===== src/rtl/utx_pkg.sv =====
package utx_pkg;
  typedef enum logic [1:0] {
    RESP_DATA = 2'b00,
    RESP_ZLP  = 2'b01,
    RESP_NACK = 2'b10
  } resp_e;
endpackage


===== src/rtl/utx_byte_ram.sv =====
module utx_byte_ram #(
  parameter int DEPTH = 64,
  parameter int AW    = 6,
  parameter int W     = 8
) (
  input  logic          clk,
  input  logic          we,
  input  logic [AW-1:0] waddr,
  input  logic [W-1:0]  wdata,
  input  logic          re,
  input  logic [AW-1:0] raddr,
  output logic [W-1:0]  rdata
);
  logic [W-1:0] mem [DEPTH];

  always_ff @(posedge clk) begin
    if (we) mem[waddr] <= wdata;
  end

  always_ff @(posedge clk) begin
    if (re) rdata <= mem[raddr];
  end
endmodule


===== src/rtl/utx_resp_gen.sv =====
module utx_resp_gen
  import utx_pkg::*;
(
  input  logic       clk,
  input  logic       rst,
  input  logic       in_token,
  input  logic       iso,
  input  logic       urun,
  input  logic       data_ready,
  output logic       resp_valid,
  output logic [1:0] resp_kind
);
  resp_e kind_d;

  always_comb begin
    if (urun)            kind_d = RESP_NACK;
    else if (data_ready) kind_d = RESP_DATA;
    else if (iso)        kind_d = RESP_ZLP;
    else                 kind_d = RESP_NACK;
  end

  always_ff @(posedge clk) begin
    if (rst) begin
      resp_valid <= 1'b0;
      resp_kind  <= RESP_NACK;
    end else begin
      resp_valid <= in_token;
      if (in_token) resp_kind <= kind_d;
    end
  end
endmodule


===== src/rtl/usb_tx_frame_fifo.sv =====
module usb_tx_frame_fifo #(
  parameter int DEPTH = 64,
  localparam int AW = $clog2(DEPTH),
  localparam int CW = $clog2(DEPTH + 1)
) (
  input  logic          clk,
  input  logic          rst,
  input  logic          fw_wr_en,
  input  logic [7:0]    fw_wr_data,
  input  logic          fw_commit,
  input  logic [CW-1:0] fw_commit_len,
  input  logic          fw_clear,
  input  logic          iso_mode,
  input  logic          sof,
  input  logic          in_token,
  input  logic          usb_rd,
  output logic [7:0]    usb_rd_data,
  output logic          flag_empty,
  output logic          flag_full,
  output logic          flag_underrun,
  output logic          flag_overflow,
  output logic [1:0]    set_count,
  output logic          resp_valid,
  output logic [1:0]    resp_kind
);
  // byte store pointers and fill levels
  logic [AW-1:0] wp, rp, rp_next;
  logic [CW-1:0] occ, occ_next, staged;
  // two set slots
  logic [CW-1:0] slen [2];
  logic [1:0]    spres, svis, spres_kept, svis_next;
  logic          hd;
  logic [CW-1:0] rd_cnt;
  logic          urun, urun_pend, ovf;

  logic [1:0]    cnt;
  logic          head_pres, head_vis, head_fin, tgt;
  logic [CW-1:0] head_len, rem_len, flush_amt;
  logic          wr_ok, rd_ok, rd_under, commit_ok, commit_ovf, remove, flush;

  function automatic logic [AW-1:0] ptr_add(input logic [AW-1:0] p, input logic [CW-1:0] k);
    logic [CW:0] s;
    s = (CW+1)'(p) + (CW+1)'(k);
    if (s >= (CW+1)'(DEPTH)) s = s - (CW+1)'(DEPTH);
    return s[AW-1:0];
  endfunction

  always_comb begin
    cnt       = {1'b0, spres[0]} + {1'b0, spres[1]};
    head_pres = spres[hd];
    head_len  = slen[hd];
    head_vis  = head_pres && (svis[hd] || !iso_mode);
    head_fin  = head_pres && (rd_cnt == head_len);
    tgt       = (cnt == 2'd0) ? hd : ~hd;

    wr_ok      = fw_wr_en && (occ != CW'(DEPTH));
    commit_ok  = fw_commit && (fw_commit_len != '0) && (cnt != 2'd2);
    commit_ovf = fw_commit && (fw_commit_len != '0) && (cnt == 2'd2);

    rd_ok    = usb_rd && head_vis && !head_fin && !urun && !urun_pend &&
               !(iso_mode && sof) && (occ != '0);
    rd_under = usb_rd && head_vis && !head_fin && !urun && !urun_pend &&
               !(iso_mode && sof) && (occ == '0);

    flush  = iso_mode && sof && !head_fin && head_vis && (cnt == 2'd2);
    remove = (!iso_mode && head_fin) || (iso_mode && sof && head_fin) || flush;

    rem_len   = head_len - rd_cnt;
    flush_amt = '0;
    if (flush) flush_amt = (rem_len > occ) ? occ : rem_len;

    if (rd_ok)      rp_next = ptr_add(rp, CW'(1));
    else if (flush) rp_next = ptr_add(rp, flush_amt);
    else            rp_next = rp;

    occ_next = occ + CW'(wr_ok) - CW'(rd_ok) - flush_amt;

    spres_kept = spres;
    if (remove) spres_kept[hd] = 1'b0;
    svis_next = svis;
    if (iso_mode && sof) svis_next = spres_kept;
    if (commit_ok) svis_next[tgt] = 1'b0;
  end

  always_ff @(posedge clk) begin
    if (rst || fw_clear) begin
      wp        <= '0;
      rp        <= '0;
      occ       <= '0;
      staged    <= '0;
      spres     <= '0;
      svis      <= '0;
      hd        <= 1'b0;
      rd_cnt    <= '0;
      urun      <= 1'b0;
      urun_pend <= 1'b0;
      ovf       <= 1'b0;
      slen[0]   <= '0;
      slen[1]   <= '0;
    end else begin
      if (wr_ok) wp <= ptr_add(wp, CW'(1));
      rp  <= rp_next;
      occ <= occ_next;

      if (commit_ok)  staged <= CW'(wr_ok);
      else if (wr_ok) staged <= staged + CW'(1);

      if (commit_ovf) ovf <= 1'b0 | 1'b1;

      spres <= spres_kept;
      if (commit_ok) begin
        spres[tgt] <= 1'b1;
        slen[tgt]  <= fw_commit_len;
      end
      svis <= svis_next;

      if (remove) begin
        hd     <= ~hd;
        rd_cnt <= '0;
      end else if (rd_ok) begin
        rd_cnt <= rd_cnt + CW'(1);
      end

      if (rd_under) begin
        if (iso_mode) urun_pend <= 1'b1;
        else          urun      <= 1'b1;
      end
      if (sof && urun_pend) begin
        urun      <= 1'b1;
        urun_pend <= 1'b0;
      end
    end
  end

  utx_byte_ram #(.DEPTH(DEPTH), .AW(AW), .W(8)) u_ram (
    .clk   (clk),
    .we    (wr_ok),
    .waddr (wp),
    .wdata (fw_wr_data),
    .re    (rd_ok),
    .raddr (rp),
    .rdata (usb_rd_data)
  );

  utx_resp_gen u_resp (
    .clk        (clk),
    .rst        (rst),
    .in_token   (in_token),
    .iso        (iso_mode),
    .urun       (urun),
    .data_ready (head_vis && !head_fin),
    .resp_valid (resp_valid),
    .resp_kind  (resp_kind)
  );

  assign flag_empty    = (staged == '0);
  assign flag_full     = (occ == CW'(DEPTH));
  assign flag_underrun = urun;
  assign flag_overflow = ovf;
  assign set_count     = cnt;
endmodule


===== config.mk =====
export PLATFORM = sky130hd
export DESIGN_NAME = usb_tx_frame_fifo
export DESIGN_NICKNAME = d
export VERILOG_FILES = /design/src/rtl/utx_pkg.sv /design/src/rtl/utx_byte_ram.sv /design/src/rtl/utx_resp_gen.sv /design/src/rtl/usb_tx_frame_fifo.sv
export SDC_FILE = /design/constraint.sdc
export NUM_CORES = 1
export LEC_CHECK = 0
export BUFFER_PORTS_ARGS = -buffer_cell sky130_fd_sc_hd__buf_2
export CAP_MARGIN = 25
export CORE_MARGIN = 3
export CORE_UTILIZATION = 40
export CTS_BUF_LIST = sky130_fd_sc_hd__clkbuf_8
export CTS_CLUSTER_DIAMETER = 120
export DETAILED_ROUTE_END_ITERATION = 6
export GPL_TIMING_DRIVEN = 1
export PLACE_DENSITY = 0.66
export SYNTH_ARGS = -nofsm -noshare
export SYNTH_HDL_FRONTEND = slang
export SYNTH_SLANG_ARGS = --single-unit

===== constraint.sdc =====
create_clock -name clk -period 12.7 [get_ports clk]
set_clock_uncertainty 0.15 [all_clocks]
set_input_delay 1.905 -clock clk [delete_from_list [all_inputs] [get_ports clk]]
set_output_delay 1.905 -clock clk [all_outputs]
set_load 0.1 [all_outputs]

# After elaboration in Yosys (flattened, before gate mapping)
# Memories as Yosys holds them, arrays and structs flattened. A register that Yosys moved wholly into a read port is not among the register bits.
# Cells that the tools add are included.
op_classes:
  n_reduce_logical: 46
  eq_ne: 6
  bitwise_logic: 6
  order_cmp: 8
  add_sub_neg: 13
  mux: 40
ops:
  columns: ["op", "count"]
  rows:
  - ["6-bit 2-to-1 mux", 5]
  - ["1-bit logical AND", 23]
  - ["1-bit 2-to-1 mux", 23]
  - ["7-bit 2-to-1 mux", 3]
  - ["6-bit by 1-bit subtractor with 6-bit output, second input constant", 3]
  - ["6-bit by 1-bit adder with 7-bit output, second input constant", 2]
  - ["7-bit by 1-bit adder with 7-bit output, second input constant", 2]
  - ["7-bit greater-or-equal comparator, second input constant", 2]
  - ["7-bit zero test", 2]
  - ["2-bit 2-to-1 mux", 7]
  - ["7-bit nonzero test", 2]
  - ["7-bit subtractor", 2]
  - ["6-bit by 7-bit adder with 8-bit output", 1]
  - ["8-bit by 7-bit greater-or-equal comparator with 1-bit output, second input constant", 1]
  - ["7-bit by 1-bit adder with 7-bit output", 1]
  - ["7-bit == test", 1]
  - ["7-bit == test, second input constant", 1]
  - ["7-bit greater-than comparator", 1]
  - ["7-bit inequality test, second input constant", 1]
  - ["7-bit OR reduction", 1]
  - ["7-bit by 1-bit subtractor with 7-bit output", 1]
  - ["2-bit nonzero test", 3]
  - ["2-bit OR reduction", 3]
  - ["1-bit zero test", 5]
  - ["other kinds (14)", 23]
totals:
  register_bits: 44
  ramBits: 526
  out_inout_bits: 17
  memories: 2
  word_cells: 135
memory_table:
  columns: ["name", "words", "word_bits", "rd", "rd_ports_with_merged_regs", "write_ports", "line", "rtl"]
  rows:
  - ["u_ram.mem", 64, 8, 1, 1, 1, "utx_byte_ram.sv:14", "logic [W-1:0] mem [DEPTH];"]
  - ["slen", 2, 7, 1, 1, 2, "usb_tx_frame_fifo.sv:30", "logic [CW-1:0] slen [2];"]

# Longest topological paths before layout
# Gate-level depths: netlist of the first run.
depth:
  depth_word: 13
  mapped_depth: 29

# Cells and area by module
# From an unflattened synthesis of the first run, not the netlist that was laid out.
hier_totals:
  cells_unflattened: 1355
  area_unflattened_um2: 24058.1
modules_own_cells:
  columns: ["mod", "n_inst", "area_each_um2", "cells_each", "seq_area_each_um2"]
  rows:
  - ["utx_byte_ram", 1, 20246.9, 940, 15615.0]
  - ["usb_tx_frame_fifo", 1, 3697.3, 403, 1261.2]
  - ["utx_resp_gen", 1, 113.9, 12, 60.1]

# Worst setup path before layout of the first run
# Ideal clock, no wire load.
synth_timing:
  path_type: "reg-to-reg"
  start: "register (tool-made name)"
  end: "register occ[6]"
  period_less_slack_ns: 5.558
  required_ns: 12.424
  arrival_time_ns: 5.283
  path_stages_with_launch: 29
  setup_time_ns: 0.126
  setup_slack_ns: 7.142
  path_cell_list: "dfxtp_1 buf_2 mux2i_1 ha_1 inv_1 fa_1 a211o_1 a31o_2 a21oi_1 xor2_1 ha_1 nand4_1 a21oi_1 nor4_1 nor2_1 o21ai_0 nand2_1 fa_1 inv_1 fa_1 inv_1 ha_1 a21o_1 a21oi_1 o21bai_1 a21oi_1 xnor2_1 o31ai_1 nor3b_1"
synth_rtl:
  columns: ["element", "line", "rtl"]
  rows:
  - ["to (signal assigned)", "usb_tx_frame_fifo.sv:103", "occ <= occ_next;"]
  - ["to (decl)", "usb_tx_frame_fifo.sv:28", "logic [CW-1:0] occ, occ_next, staged;"]

==> reports/qor.txt, run 1 <==
Drt wl/cell: 23.4 µm
CP arrival: 6.66 ns
Slew headroom: 30.3%
CTS Buffer Depth: 3
Number of vias per cell: 5.46
Pwr/cell area: 137 nW/µm²
Die Height: 250 µm
Setup ws final: 6.39 ns
Worst-Margin Slew: 1.05 ns
CTS root buf: clkbuf_8
Ys flop type: edfxtp_1
Iteration count of the initial detailed-routing pass: 5
Reg2reg path depth: 27
Die width: 250 µm
# diodes: 0
Final HPWL DP: 30,400 µm
Startpoint Class: flip-flop
Fillers: 4,919
Fin nets: 1,412
Synth cell count leaders: edfxtp_1, mux4_2, nor2_1, dfxtp_1, inv_1
Inserted Clock Buffers: 91
Top cell type by total area after synthesis: edfxtp_1
Gr usage total: 16.5%
CP Max Fanout: 8
Cell variety after synth: 54
Drt total wl: 51,000 µm
Final setup TNS: 0 ns
Mapped Cells: 1,251
Fmax: 158 MHz
Later-pin clock latency in the skew report: 0.67 ns
Area Growth Syn to Fin: 11.3%
Syn Std Cell Area: 23,800 µm²
Fin crit share: 49.7%
IO Port Bufs: 40
Clock sink total: 579
Initial antenna violation count: 1
Cts hold-fix bufs: 0
Req. time, crit path: 13.05 ns
Final ANT Viol Nets: 0
Critical Path Sink Type: flip-flop
Ys Warns: 0
Iter 0 DRT Violations: 1,255
Max-Cap Viols: 0
Hold Vio Cnt, Final: 0
Worst Hold Class: reg2reg
Post-Syn Area per Cell: 19.0 µm²
Hold Worst Slack: 0.313 ns
# resized after CTS: 0
DP Cell Count: 2,012
Most frequent cell after synthesis: edfxtp_1
Leak: 0.00837 µW
Layout cells sized above 1: 25.2%
Dpl ws: 6.46 ns
First-pass GRT wire length: 77,500 µm
Die area: 62,300 µm²
Final setup violation count: 0
Number of synthesized register bits: 579
Gpl congestion: 0.784
Fin cells: 2,178
Grt ovf: 0
Post-synth EDFFs: 534
Final Critical Period: 6.31 ns
Status: completed
Initial Util: 40.8%
Worst vdd ir: 0.0000735 V
IO Count: 41
Worst hold start: svis[1]
H-tree Lvls: 3
Mapped Nets: 1,320
Post-synthesis sequential area ratio: 71.3%
Pins Over Slew Limit: 0
WHS Path Cells: 2
Largest net degree at the start of global routing: 67
Site row count: 88
CP Class: reg2reg
Asr flop ratio synth: 0%
Top cells by area, synth: edfxtp_1, mux4_2, dfxtp_1, ha_1, nor2_1
Via count: 11,894
Post-synth top area share: 67.5%
Vias in the first global route: 12,297
Core Region: 58,200 µm²
RSZ-0062 raised after global routing: no
Residual DRC: 0
Setup bufs post-CTS: 0
Clock transition at path regs: 0.06 ns
CTS tree: built
## layout by cell type, fill, tap and decap left out, types with 12 or more instances in the layout
master / instances
inv_1: 82
mux2i_1: 15
xnor2_1: 14
nor2_1: 122
dfxtp_1: 42
buf_4: 17
xor2_1: 18
and2_1: 19
mux4_2: 163
clkbuf_8: 93
edfxtp_1: 534
clkinv_2: 13
ha_1: 40
a21oi_1: 31
clkinv_1: 12
nand2_1: 21
buf_2: 40
## stage by stage
step | instance area, µm² | utilization (%) | power, µW
finish | 26400 | 45.4 | 3620
global route | 26400 | 45.4 | 3750
CTS | 26400 | 45.3 | 3650
detailed placement | 24800 | 42.6 | 2250
global placement | 24800 | 42.5 | 2250
floorplan | 23800 | - | 2200
## power breakdown
part	switching (µW)	internal, µW	leakage [µW]	total (µW)
sequential	3.90	2090	0.00520	2090
clock	718	686	0.000971	1400
combinational	86.1	37.1	0.00220	123
## sequential cells by signal, summed over array words and instances, names as in the netlist, 2 cells and up, named ones only
register	cells
rp	6
staged	7
occ	7
u_resp.resp_kind	2
spres	2
svis	2
u_ram.mem	512
u_ram.rdata	8
wp	6
rd_cnt	7
slen	14
## final cells by class
cell class / count / area (µm²) / area share, %
clock inverter: 70 / 324 / 1.23
tap: 765 / 957 / 3.62
clock buffer: 93 / 1280 / 4.84
sequential: 579 / 16900 / 64.1
inverter: 43 / 161 / 0.611
multi-input combinational: 568 / 6380 / 24.1
timing repair buffer: 60 / 388 / 1.47
## metal layers
metal	share of wire, %	vias up	GRT usage, %
met5	0	-	0
met4	1.9	0	4.24
met3	7.4	84	4.34
met2	47	407	25.8
met1	43	6217	23.1
li1	-	5186	-
## path summary, 6_finish.rpt
path              endpoint  slack [ns]
setup / recovery    occ[6]        6.39
hold / removal     svis[1]        0.31
setup reg to reg    occ[6]        6.39
hold reg to reg    svis[1]        0.31
## cell families after synthesis
kind of cell               share of synthesized area, %
buffers and inverters                              1.83
muxes                                              16.3
AOI/OAI and AO/OA                                  1.87
adders and majority gates                          2.53
xor gates and xnor gates                           1.25
DFF                                                71.3
and+or+nand+nor                                    4.89
## critical path, cell delays in order, from the launching register on
cell and delay [ns]:
dfxtp_1 0.51, mux2i_1 0.27, ha_1 0.20, inv_1 0.06, fa_1 0.44, a211o_1 0.28, a31o_2 0.23, a21oi_1 0.17
xor2_1 0.24, ha_1 0.30, nand4_1 0.10, a21oi_1 0.07, nor4_1 0.41, nor2_1 0.25, o21ai_0 0.22, nand2_1 0.12
fa_1 0.37, inv_1 0.08, fa_1 0.23, inv_1 0.06, ha_1 0.29, a21o_1 0.18, a21oi_1 0.23, o21bai_1 0.10
a21oi_1 0.18, xnor2_1 0.16, o31ai_1 0.09, nor3b_1 0.15
Power figures use the tool's default switching activity.
==> run 2: changes to the inputs <==
--- a/config.mk
+++ b/config.mk
@@ -13,7 +13,7 @@
 export CTS_CLUSTER_DIAMETER = 120
 export DETAILED_ROUTE_END_ITERATION = 6
 export GPL_TIMING_DRIVEN = 1
-export PLACE_DENSITY = 0.66
+export PLACE_DENSITY = 0.68
 export SYNTH_ARGS = -nofsm -noshare
 export SYNTH_HDL_FRONTEND = slang
 export SYNTH_SLANG_ARGS = --single-unit
==> constraint.sdc (replaced) <==
create_clock -name clk -period 5.68 [get_ports clk]
set_clock_uncertainty 0.15 [all_clocks]
set_input_delay 0.852 -clock clk [delete_from_list [all_inputs] [get_ports clk]]
set_output_delay 0.852 -clock clk [all_outputs]
set_load 0.1 [all_outputs]
==> reports/qor.txt, run 2 (same netlist as run 1, synthesis figures left out) <==
Site row count: 88
Drt total wl: 50,600 µm
Worst-Margin Slew: 0.994 ns
CP Max Fanout: 5
Leak: 0.00843 µW
DP Area: 24,900 µm²
Inserted Clock Buffers: 90
Clock power frac: 38.7%
Grt ovf: 0
IO Port Bufs: 40
Fin util: 45.8%
Max FFs per register: 512
Status: completed
Hold Worst Slack: 0.268 ns
Later-pin clock latency in the skew report: 0.68 ns
Iteration count of the initial detailed-routing pass: 5
Gr usage total: 16.4%
Cts hold-fix bufs: 0
CTS root buf: clkbuf_8
First-pass GRT wire length: 76,800 µm
Initial Util: 40.8%
Final setup violation count: 0
Fmax: 182 MHz
# diodes: 0
Core Region: 58,200 µm²
RSZ-0062 raised after global routing: yes
Max-Cap Viols: 0
Clock sink total: 579
Drt wl/cell: 23.1 µm
Gpl congestion: 0.760
Vias in the first global route: 12,216
Die Height: 250 µm
Largest net degree at the start of global routing: 77
Pins Over Slew Limit: 0
Largest regs: u_ram.mem x512, slen x14, u_ram.rdata x8
Final Critical Period: 5.48 ns
Most common cell after layout, fill and taps aside: edfxtp_1
Critical Path Sink Type: flip-flop
Startpoint Class: flip-flop
Worst vdd ir: 0.000192 V
NetSw: 1810 µW
CP Class: reg2reg
H-tree Lvls: 3
Layout cells sized above 1: 27.1%
Most frequent cells in the layout: edfxtp_1, mux4_2, nor2_1
Slowest Stage Delay on Critical Path: 0.52 ns
IO Count: 41
CP arrival: 5.85 ns
Sequential Power Share: 57.6%
Initial antenna violation count: 0
Design area: 26,700 µm²
Via count: 11,879
Fin nets: 1,428
Power share of the combinational group: 3.7%
Final HPWL DP: 30,200 µm
Biggest register: u_ram.mem
Hold Vio Cnt, Final: 0
Slowest cell on the critical path: fa_1
Slew headroom: 33.5%
CP most frequent cell: a21oi_2
CTS tree: built
Switching share of power: 22.3%
Final ANT Viol Nets: 0
Area Growth Syn to Fin: 12.4%
Pwr/cell area: 304 nW/µm²
Die area: 62,300 µm²
Int Pwr: 6320 µW
CTS Buffer Depth: 3
Iter 0 DRT Violations: 1,184
Worst Hold Class: in2reg
Number of vias per cell: 5.41
Fin crit share: 96.5%
Die width: 250 µm
Fillers: 4,870
Req. time, crit path: 6.05 ns
Clock transition at path regs: 0.06 ns
Residual DRC: 0
==> run 2: cell types whose count changed in the layout (fill, tap and decap cells not counted), moves of 3 or more <==
| cell | delta |
|---|---|
| clkinv_2 | -3 |
| fa_1 | -3 |
| inv_1 | -13 |
| clkinv_1 | +12 |
| a21oi_1 | -3 |
| buf_4 | +14 |
| a21oi_2 | +3 |
| fa_2 | +3 |
==> run 2: stage by stage <==
stage               power [µW]  instances  TNS [ns]  setup slack (ns)
global placement          5040       2021         0            0.0238
finish                    8130       2194         0             0.199
detailed placement        5050       2024    -0.220            -0.130
global route              8450       2194    -0.106           -0.0792
floorplan                 4920       1251         0             0.122
CTS                       8210       2187         0            0.0155
==> run 2: worst paths after layout <==
check | from | endpoint | slack (ns) | cells past startpoint
setup reg to reg | flip-flop | occ[6] | 0.20 | 28
hold / removal | rst | u_resp.resp_kind[0] | 0.27 | 2
hold reg to reg | svis[1] | svis[1] | 0.32 | 2
setup / recovery | flip-flop | occ[6] | 0.20 | 28
==> run 2: what timing repair did <==
item / CTS / global route
buffers inserted: 1 / 4
pin swaps: 1 / 17
endpoints found under the setup margin: 2 / 5
resized for setup: 3 / 16
==> run 2: cell type report <==
type | instances | area [µm²] | share of cell area, %
sequential | 579 | 16900 | 63.5
clock inverter | 68 | 322 | 1.20
tap | 765 | 957 | 3.59
multi-input combinational | 568 | 6440 | 24.1
clock buffer | 94 | 1290 | 4.85
inverter | 43 | 161 | 0.605
timing repair buffer | 77 | 568 | 2.13
==> run 2: worst max-delay path: cells and delay by family (launching register included) <==
family | cells | cell delay (ns)
AOI/OAI and AO/OA | 9 | 1.35
xor gates and xnor gates | 2 | 0.32
adders and majority gates | 5 | 1.48
buffers and inverters | 4 | 0.37
DFF | 1 | 0.36
muxes | 1 | 0.37
and+or+nand+nor | 7 | 0.90
==> run 2: power groups by stage <==
stage / clock [µW] / sequential [µW] / combinational [µW]
after global routing: 3440 / 4680 / 335
final: 3140 / 4680 / 303
after floorplan: 0 / 4770 / 142
after CTS: 3240 / 4680 / 292
after detailed placement: 0 / 4770 / 284
after global placement: 0 / 4770 / 269
==> run 2: per-layer routing <==
metal / track usage (%) / wire length, µm
met1: 22.6 / 21600
met5: 0 / 0
met3: 4.25 / 3560
met2: 25.6 / 24200
met4: 5.22 / 1230
